$ cat src/rtl/chanpar_pkg.sv
package chanpar_pkg;
   typedef enum logic [1:0] {
      SEL_CTRL = 2'd0,
      SEL_ADDR = 2'd1,
      SEL_PARM = 2'd2,
      SEL_NONE = 2'd3
   } regsel_e;

   // control register bit positions (fixed by host software)
   localparam int CB_ERR     = 0;
   localparam int CB_EN      = 12;
   localparam int CB_BUSY    = 13;
   localparam int CB_DIS     = 29;
   localparam int CB_RST_ALL = 30;
   localparam int CB_RST_REG = 31;

   typedef enum logic [1:0] {
      SH_IDLE  = 2'd0,
      SH_SHIFT = 2'd1,
      SH_LATCH = 2'd2
   } shstate_e;
endpackage

$ cat src/rtl/chanpar_regs.sv
module chanpar_regs
   import chanpar_pkg::*;
#(
   parameter int DATA_W   = 32,
   parameter int CHAN_W   = 6,
   parameter int CHAN_LSB = 9,
   parameter int PARM_W   = 24,
   localparam int FRAME_W = CHAN_W + PARM_W
) (
   input  logic               clk,
   input  logic               rst_n,
   input  logic               wr,
   input  logic [1:0]         sel,
   input  logic [DATA_W-1:0]  wdata,
   input  logic               busy,
   output logic               en,
   output logic               err,
   output logic               start,
   output logic               abort,
   output logic [FRAME_W-1:0] frame,
   output logic [DATA_W-1:0]  rdata
);
   logic [DATA_W-1:0] addr_q;
   logic [PARM_W-1:0] parm_q;
   logic ctl_wr, parm_wr, rst_all, rst_reg;

   assign ctl_wr  = wr && (regsel_e'(sel) == SEL_CTRL);
   assign parm_wr = wr && (regsel_e'(sel) == SEL_PARM);
   assign rst_all = ctl_wr && wdata[CB_RST_ALL];
   assign rst_reg = ctl_wr && wdata[CB_RST_REG] && !wdata[CB_RST_ALL];
   assign abort   = rst_all || rst_reg;
   assign start   = parm_wr && en && !busy;
   assign frame   = {addr_q[CHAN_LSB +: CHAN_W], wdata[PARM_W-1:0]};

   always_ff @(posedge clk or negedge rst_n) begin
      if (!rst_n) begin
         en  <= 1'b0;
         err <= 1'b0;
      end else if (rst_all) begin
         en  <= 1'b0;
         err <= 1'b0;
      end else begin
         if (ctl_wr) begin
            if (wdata[CB_DIS])     en <= 1'b0;
            else if (wdata[CB_EN]) en <= 1'b1;
         end
         if (parm_wr && !start) err <= 1'b1;
      end
   end

   always_ff @(posedge clk or negedge rst_n) begin
      if (!rst_n) begin
         addr_q <= '0;
         parm_q <= '0;
      end else if (abort) begin
         addr_q <= '0;
         parm_q <= '0;
      end else begin
         if (wr && (regsel_e'(sel) == SEL_ADDR)) addr_q <= wdata;
         if (start) parm_q <= wdata[PARM_W-1:0];
      end
   end

   always_comb begin
      rdata = '0;
      unique case (regsel_e'(sel))
         SEL_CTRL: begin
            rdata[CB_ERR]  = err;
            rdata[CB_EN]   = en;
            rdata[CB_BUSY] = busy;
         end
         SEL_ADDR: rdata = addr_q;
         SEL_PARM: rdata[PARM_W-1:0] = parm_q;
         default:  rdata = '0;
      endcase
   end
endmodule

$ cat src/rtl/chanpar_shifter.sv
module chanpar_shifter
   import chanpar_pkg::*;
#(
   parameter int FRAME_W   = 30,
   parameter int DIV       = 4,
   parameter bit MSB_FIRST = 1'b1,
   localparam int PW = (DIV > 2) ? $clog2(DIV) : 1,
   localparam int BW = $clog2(FRAME_W)
) (
   input  logic               clk,
   input  logic               rst_n,
   input  logic               start,
   input  logic               abort,
   input  logic [FRAME_W-1:0] frame_in,
   output logic               busy,
   output logic               sclk,
   output logic               sdat,
   output logic               slatch
);
   localparam logic [PW-1:0] PH_LAST = PW'(DIV - 1);
   localparam logic [PW-1:0] PH_HIGH = PW'(DIV / 2);
   localparam logic [BW-1:0] BIT_LAST = BW'(FRAME_W - 1);

   shstate_e           st;
   logic [PW-1:0]      phase;
   logic [BW-1:0]      bitn;
   logic [FRAME_W-1:0] sh, sh_nxt;
   logic               out_bit;

   generate
      if (MSB_FIRST) begin : g_msb
         assign out_bit = sh[FRAME_W-1];
         assign sh_nxt  = {sh[FRAME_W-2:0], 1'b0};
      end else begin : g_lsb
         assign out_bit = sh[0];
         assign sh_nxt  = {1'b0, sh[FRAME_W-1:1]};
      end
   endgenerate

   assign busy   = (st != SH_IDLE);
   assign sdat   = (st == SH_SHIFT) && out_bit;
   assign sclk   = (st == SH_SHIFT) && (phase >= PH_HIGH);
   assign slatch = (st == SH_LATCH);

   always_ff @(posedge clk or negedge rst_n) begin
      if (!rst_n) begin
         st    <= SH_IDLE;
         phase <= '0;
         bitn  <= '0;
         sh    <= '0;
      end else if (abort) begin
         st    <= SH_IDLE;
         phase <= '0;
         bitn  <= '0;
         sh    <= '0;
      end else begin
         unique case (st)
            SH_IDLE: if (start) begin
               st    <= SH_SHIFT;
               sh    <= frame_in;
               phase <= '0;
               bitn  <= '0;
            end
            SH_SHIFT: begin
               phase <= (phase == PH_LAST) ? '0 : phase + 1'b1;
               if (phase == PH_LAST) begin
                  if (bitn == BIT_LAST) begin
                     st <= SH_LATCH;
                     sh <= '0;
                  end else begin
                     sh   <= sh_nxt;
                     bitn <= bitn + 1'b1;
                  end
               end
            end
            SH_LATCH: begin
               phase <= (phase == PH_LAST) ? '0 : phase + 1'b1;
               if (phase == PH_LAST) st <= SH_IDLE;
            end
            default: st <= SH_IDLE;
         endcase
      end
   end
endmodule

$ cat src/rtl/chanpar_loader.sv
module chanpar_loader
   import chanpar_pkg::*;
#(
   parameter int DATA_W    = 32,
   parameter int CHAN_W    = 6,
   parameter int CHAN_LSB  = 9,
   parameter int FIELD_W   = 6,
   parameter int N_FIELDS  = 4,
   parameter int DIV       = 4,
   parameter bit MSB_FIRST = 1'b1,
   localparam int PARM_W   = FIELD_W * N_FIELDS,
   localparam int FRAME_W  = CHAN_W + PARM_W
) (
   input  logic              clk,
   input  logic              rst_n,
   input  logic              host_wr,
   input  logic [1:0]        host_sel,
   input  logic [DATA_W-1:0] host_wdata,
   output logic [DATA_W-1:0] host_rdata,
   output logic              ser_clk,
   output logic              ser_dat,
   output logic              ser_latch
);
   generate
      if (DATA_W < 32) begin : g_bad_data
         $error("DATA_W must reach the reset bits at 31");
      end
      if (PARM_W > DATA_W) begin : g_bad_parm
         $error("parameter word wider than the data bus");
      end
      if (CHAN_LSB + CHAN_W > DATA_W) begin : g_bad_chan
         $error("channel field outside the address register");
      end
      if (DIV < 2 || (DIV % 2) != 0) begin : g_bad_div
         $error("DIV must be even and at least 2");
      end
   endgenerate

   logic               busy_w, en_w, err_w, start_w, abort_w;
   logic [FRAME_W-1:0] frame_w;

   chanpar_regs #(
      .DATA_W(DATA_W), .CHAN_W(CHAN_W), .CHAN_LSB(CHAN_LSB), .PARM_W(PARM_W)
   ) u_regs (
      .clk(clk), .rst_n(rst_n), .wr(host_wr), .sel(host_sel),
      .wdata(host_wdata), .busy(busy_w), .en(en_w), .err(err_w),
      .start(start_w), .abort(abort_w), .frame(frame_w), .rdata(host_rdata)
   );

   chanpar_shifter #(
      .FRAME_W(FRAME_W), .DIV(DIV), .MSB_FIRST(MSB_FIRST)
   ) u_shift (
      .clk(clk), .rst_n(rst_n), .start(start_w), .abort(abort_w),
      .frame_in(frame_w), .busy(busy_w), .sclk(ser_clk), .sdat(ser_dat),
      .slatch(ser_latch)
   );
endmodule

$ cat config.mk
export PLATFORM = sky130hd
export DESIGN_NAME = chanpar_loader
export DESIGN_NICKNAME = d
export VERILOG_FILES = /design/src/rtl/chanpar_pkg.sv /design/src/rtl/chanpar_regs.sv /design/src/rtl/chanpar_shifter.sv /design/src/rtl/chanpar_loader.sv
export SDC_FILE = /design/constraint.sdc
export NUM_CORES = 1
export LEC_CHECK = 0
export CAP_MARGIN = 0
export CORE_ASPECT_RATIO = 1.4
export CORE_MARGIN = 8
export CORE_UTILIZATION = 38
export CTS_CLUSTER_DIAMETER = 40
export DETAILED_ROUTE_END_ITERATION = 12
export PLACE_DENSITY_LB_ADDON = 0.15
export SLEW_MARGIN = 20
export SYNTH_ARGS = -nofsm -noshare
export SYNTH_HDL_FRONTEND = slang
export SYNTH_SLANG_ARGS = --single-unit
$ cat constraint.sdc
create_clock -name clk -period 2.14 [get_ports clk]
set_clock_uncertainty 0.1 [all_clocks]
set_input_delay 0.428 -clock clk [delete_from_list [all_inputs] [get_ports clk]]
set_output_delay 0.428 -clock clk [all_outputs]
set_load 0.005 [all_outputs]
==> results.json, run 1 <==
{
  "area_delta_synth_final_pct": 36.16,
  "htreeDepth": 3,
  "rsz0062_at_grt": "true",
  "critPathMaxFanout": 2,
  "synth_fp_nets": 581,
  "place_congestion": 0.7659,
  "hold_path.class": "flop to flop",
  "grt_pass1_vias": 4653,
  "ant_nets": 0,
  "rows": 50,
  "synthMuxAreaShare": 0.006632,
  "leakage_nw": 2.997,
  "ys.flop_type": "dfrtp_1",
  "io_buffers": 71,
  "regToRegSetupSlack_ps": 160,
  "finalCriticalPeriod_ps": 2122,
  "synth_cells": 533,
  "period_share": 0.9917,
  "synthAdderAreaFrac": 0.02702,
  "fillers": 1246,
  "setup_viol": 0,
  "endpoint": "host_rdata[13]",
  "crit_slowest_cell": "dfrtp_1",
  "path_cells": "inv_2 > ha_4 > inv_4 > a222oi_1 > nor2_1 > buf_2",
  "fin_nets": 690,
  "report.final.slew_viol_count": 0,
  "ys_seq_elements": 97,
  "grt.overflow.total": 0,
  "hpwlAfterDp_um": 10350,
  "critPathArrivalTime_ps": 1590,
  "drive_above_1_share": 0.2427,
  "wl_um": 14820,
  "layout_common_cells": "115 x nand2_1, 97 x dfrtp_1, 64 x a21oi_1, 57 x buf_4, 35 x a22oi_1",
  "cap_violations": 0,
  "clockBufferDepth": 2,
  "finalHoldViolCount": 0,
  "p_per_area_nw_per_um2": 1090,
  "wl_per_cell_um": 17.87,
  "syn_area_um2": 5094,
  "initial_utilization": 0.3841,
  "crit_path_start_kind": "flop",
  "worstSkewPairLatency_ps": 350,
  "die_area_um2": 17420,
  "clock-sinks": 97,
  "yosys.cell_types.count": 45,
  "cts.clk_slew.worst_paths_ps": 70,
  "final_area_um2": 6935,
  "synth_top_family_by_area": "compound AO/OA/AOI/OAI gates",
  "synth_seq_area_share": 0.4765,
  "syn_avg_cell_area_um2": 9.557,
  "dp.cells": 804,
  "r2r_end": "u_shift.sh[18]$_DFFE_PN0P_",
  "cts_tree": "yes",
  "drt_iter0_drc": 239,
  "fmax_ghz": 0.4712,
  "ios": 72,
  "cpPeakStageDelay_ps": 390,
  "placed_area_um2": 6407,
  "worst_slew_pin_slew_ps": 463.8,
  "async_flop_share": 1.000,
  "synth_edf_count": 0,
  "timing.rr.start": "u_shift.st[1]$_DFFE_PN0P_",
  "drc_errors": 0,
  "die_height_um": 153.0,
  "grt_usage": 0.1812,
  "synth_xor_area_frac": 0.003439,
  "synth-compound-area-share": 0.2483,
  "ir_worst_vdd_uv": 452.4,
  "yosys.area_share.simple": 0.1788,
  "critPathLaunch": "u_shift.st[1]$_DFFE_PN0P_",
  "cp-end-kind": "output port",
  "crit_type": "flop to output port",
  "yosysWarnings": 0,
  "grt_max_degree": 36,
  "multi_input_area_um2": 2517,
  "cp_data_required_time_ps": 1610,
  "vias": 4394,
  "die_width_um": 113.9,
  "relSlewSlack": 0.6908,
  "core_um2": 13260,
  "n_antenna_cell": 0,
  "numCtsBuffers": 9,
  "grt_pass1_wl_um": 25030,
  "rr_worst_depth": 8,
  "dr.pass1.iters": 5,
  "mostFrequentLayoutCell": "nand2_1",
  "fin_cells": 829,
  "antenna_found_initial": 0,
  "clock-root-buffer": "clkbuf_16",
  "seqCellArea_um2": 2427,
  "routed_via_density": 5.300,
  "status": "complete, no violations"
}
==> state kept, by name, summed over array words and instances, names as in the netlist <==
name,flops
u_regs.parm_q,24
u_regs.err,1
u_regs.addr_q,32
u_shift.bitn,5
u_regs.en,1
u_shift.st,2
u_shift.sh,30
u_shift.phase,2
==> how the worst min path moves through the flow <==
stage | endpoint | from | slack [ps] | depth (start not counted)
floorplan | u_regs.addr_q[0]$_DFFE_PN0P_ | rst_n | 30 | 0
global placement | u_regs.addr_q[28]$_DFFE_PN0P_ | rst_n | 310 | 1
detailed placement | u_regs.addr_q[28]$_DFFE_PN0P_ | rst_n | 320 | 1
CTS | u_regs.addr_q[30]$_DFFE_PN0P_ | u_regs.addr_q[30]$_DFFE_PN0P_ | 400 | 2
global route | u_regs.addr_q[24]$_DFFE_PN0P_ | u_regs.addr_q[24]$_DFFE_PN0P_ | 450 | 2
finish | u_regs.addr_q[30]$_DFFE_PN0P_ | u_regs.addr_q[30]$_DFFE_PN0P_ | 410 | 2
==> routing by layer <==
| metal | wire (um) | global-route usage | vias up | part of all wire |
|---|---|---|---|---|
| met5 | 0 | 0 | - | 0 |
| met3 | 868 | 0.04219 | 23 | 0.059 |
| met1 | 6203 | 0.2252 | 2168 | 0.42 |
| met2 | 7378 | 0.2971 | 123 | 0.50 |
| met4 | 364 | 0.06747 | 0 | 0.025 |
| li1 | - | - | 2080 | - |
==> synth_stat cells (2+ instances only) <==
library cell | count | share of area
nor3_1 | 23 | 0.023
buf_2 | 20 | 0.020
nand2_1 | 115 | 0.085
inv_1 | 10 | 0.0074
and2_1 | 11 | 0.014
nand3_1 | 6 | 0.0059
nor2_1 | 11 | 0.0081
ha_1 | 11 | 0.027
buf_1 | 8 | 0.0059
nor2b_1 | 23 | 0.028
dfrtp_1 | 97 | 0.48
nand3b_1 | 2 | 0.0029
buf_4 | 3 | 0.0044
buf_6 | 2 | 0.0044
o21ai_0 | 7 | 0.0069
o2bb2ai_1 | 2 | 0.0034
and4_1 | 2 | 0.0034
a31oi_1 | 5 | 0.0061
clkbuf_1 | 12 | 0.0088
a21oi_4 | 21 | 0.067
buf_12 | 2 | 0.0079
a22oi_1 | 50 | 0.074
a222oi_1 | 3 | 0.0059
a21oi_1 | 65 | 0.064
a32oi_1 | 2 | 0.0034
==> worst max-delay path, delay by kind of cell, from the launching register on <==
family	cells	cell delay (ps)
AOI/OAI and AO/OA	1	330
adders and majority gates	1	160
DFF	1	390
and+or+nand+nor	1	80
buffers and inverters	3	280
==> logic make-up after synthesis <==
group / Yosys count
compound gates: 165
xor+xnor: 2
fa+ha+maj: 11
buf+inv: 58
mux: 2
flops: 97
simple gates: 198
==> through the flow <==
step	setup slack (ps)	hold WS [ps]	total power [mW]	TNS, ps	util
4_1_cts	-84.96	403.9	7.591	-84.96	0.5206
3_3_place_gp	-620.1	313.5	5.674	-52610	0.4831
6_report	17.74	414.7	7.556	0	0.5229
5_1_grt	-68.62	446.5	8.049	-116.3	0.5229
2_1_floorplan	241.3	32.41	4.611	0	-
3_5_place_dp	-655.6	315.5	5.753	-54680	0.4831
==> power by group <==
group	total (mW)	internal [mW]	leakage (nW)	switching [mW]
logic	3.15	1.57	1.61	1.57
registers	2.66	2.35	1.23	0.309
clock network	1.75	1.02	0.155	0.727
total	7.56	4.95	3.00	2.61
==> timing repair <==
item / CTS / global route
hold buffers: 1 / 0
gates resized for setup: 86 / 19
buffers inserted: 6 / 0
cloned: 2 / 0
setup endpoints to repair: 99 / 27
pin swaps: 6 / 8
endpoints found under the hold margin: 30 / 0
==> layout make-up <==
cell class              instances  share of cell area
multi-input cells             378              0.3630
clock inverters                 7             0.01371
flip-flops and latches         97              0.3500
well taps                     182             0.03283
clock buffers                   9             0.03247
repair buffers                145              0.2010
inverters                      11            0.007036
(Power assumes the default switching activity.)
==> run 2, diff against run 1 <==
- CTS_BUF_LIST: not set -> sky130_fd_sc_hd__clkbuf_4
==> run 2 against run 1 <==
The flow now finishes with violations (negative setup slack). Critical endpoint unchanged. Power grew 0.41%. Non-clock buffer count up 3. Global-route usage fell by 0.099 points. Maximum frequency decreased by 6.5%. Flip-flop and latch count is the same.
==> results.json, run 2 (synthesis results as in run 1) <==
{
  "status": "complete, but fails checks",
  "violations": "negative setup slack",
  "worstSkewPairLatency_ps": 470,
  "r2r_end": "u_shift.sh[6]$_DFFE_PN0P_",
  "ant_nets": 0,
  "clock-root-buffer": "clkbuf_4",
  "core_um2": 13260,
  "cap_violations": 0,
  "leakage_nw": 3.016,
  "io_buffers": 71,
  "cts.clk_slew.worst_paths_ps": 170,
  "grt_pass1_vias": 4638,
  "fmax_ghz": 0.4408,
  "critPathLaunch": "u_shift.st[1]$_DFFE_PN0P_",
  "multi_input_area_um2": 2645,
  "wl_per_cell_um": 18.89,
  "dp_slack_ps": -655.6,
  "grt_pass1_wl_um": 24940,
  "worst_slew_pin_slew_ps": 464.3,
  "finalHoldViolCount": 0,
  "finalCriticalPeriod_ps": 2269,
  "regToRegSetupSlack_ps": -60,
  "mostFrequentLayoutCell": "nand2_1",
  "numCtsBuffers": 9,
  "clockBufferDepth": 2,
  "setup_slack_ps": -128.8,
  "grt_usage": 0.1802,
  "dp.cells": 804,
  "final_area_um2": 7058,
  "cts_tree": "yes",
  "largest_reg_flops": 32,
  "die_height_um": 153.0,
  "cp_data_required_time_ps": 1610,
  "worst-path-buf-inv": 3,
  "hpwlAfterDp_um": 10350,
  "drt_iter0_drc": 287,
  "initial_utilization": 0.3841,
  "fillers": 1246,
  "drc_errors": 0,
  "timing.rr.start": "u_shift.st[0]$_DFFE_PN0P_",
  "reg_top3": "u_regs.addr_q (32), u_shift.sh (30), u_regs.parm_q (24)",
  "htreeDepth": 3,
  "grt.overflow.total": 0,
  "critPathArrivalTime_ps": 1740,
  "cp-end-kind": "output port",
  "rows": 50,
  "period_share": 1.060,
  "clock-sinks": 97,
  "grt_max_degree": 36,
  "rsz0062_at_grt": "true",
  "setup_viol": 15,
  "fin_nets": 693,
  "antenna_found_initial": 1,
  "ios": 72,
  "drive_above_1_share": 0.2815,
  "relSlewSlack": 0.6905,
  "vias": 4489,
  "die_area_um2": 17420,
  "final_core_util": 0.5322,
  "crit_slowest_cell": "dfrtp_1",
  "crit_path_start_kind": "flop",
  "hold_path.class": "input pin to async pin",
  "holdWs_ps": 318.3,
  "fin_cells": 833,
  "die_width_um": 113.9,
  "cpPeakStageDelay_ps": 430,
  "placed_area_um2": 6407,
  "report.final.slew_viol_count": 0,
  "fin_tns_setup_ps": -546.7,
  "regMostFlops": "u_regs.addr_q",
  "wl_um": 15730,
  "critPathMaxFanout": 2,
  "critPathTopFamily": "flip-flops",
  "p_per_area_nw_per_um2": 1075,
  "power_mw": 7.587,
  "place_congestion": 0.7659,
  "rr_worst_depth": 12,
  "dr.pass1.iters": 4,
  "area_delta_synth_final_pct": 38.57,
  "layout_common_cells": "115 x nand2_1, 97 x dfrtp_1, 62 x a21oi_1, 44 x buf_4, 34 x a22oi_1",
  "path_cells": "inv_2 > ha_4 > inv_4 > a222oi_1 > nor2_1 > buf_2",
  "ir_worst_vdd_uv": 433.0,
  "routed_via_density": 5.389,
  "seqCellArea_um2": 2427,
  "crit_type": "flop to output port"
}
[run 2: cell count changes in the layout (fill, tap and decap cells not counted), moves of 2 or more]
cell           change
buf_6             +10
nor3_2            +12
nor3_4             +2
o21ai_0            -5
buf_4             -13
clkbuf_16          -4
a21oi_1            -2
o21ai_1            +4
clkbuf_2           +3
clkbuf_4           +9
dlygate4sd2_1      -4
nor3_1            -14
[run 2: power by group]
group | switching [mW] | leakage (nW) | internal, mW | total, mW
clock | 0.652 | 0.0859 | 0.474 | 1.13
sequential | 0.356 | 1.23 | 2.34 | 2.70
combinational | 1.81 | 1.70 | 1.95 | 3.76
[run 2: worst max path at each step]
stage	to	slack, ps	cells after the start
after floorplan	host_rdata[0]	240	6
after global placement	host_rdata[22]	-620	8
after detailed placement	host_rdata[0]	-660	7
after CTS	host_rdata[13]	-190	6
after global routing	host_rdata[13]	-200	6
final	host_rdata[13]	-130	6
[run 2: area by class of cell]
type | instances | share of cell area
Sequential cell | 97 | 0.3439
Clock inverter | 7 | 0.01347
Antenna cell | 1 | 0.0003545
Tap cell | 182 | 0.03226
Inverter | 11 | 0.007268
Multi-Input combinational cell | 378 | 0.3748
Timing Repair Buffer | 148 | 0.2184
Clock buffer | 9 | 0.009573
[run 2: routing by layer]
metal	wire length, um	vias to the layer above	global-route usage	share of wire
met5	0	-	0	0
met2	8155	146	0.2957	0.52
met3	903	24	0.02957	0.057
met4	384	0	0.08593	0.024
met1	6287	2236	0.2242	0.40
li1	-	2083	-	-
[run 2: timing repair]
action	4_1_cts	5_1_grt
buffers inserted	7	8
hold buffers	1	0
pin swaps	8	10
endpoints found under the setup margin	55	49
gates resized for setup	92	60
cloned	2	8
hold endpoints to repair	30	0
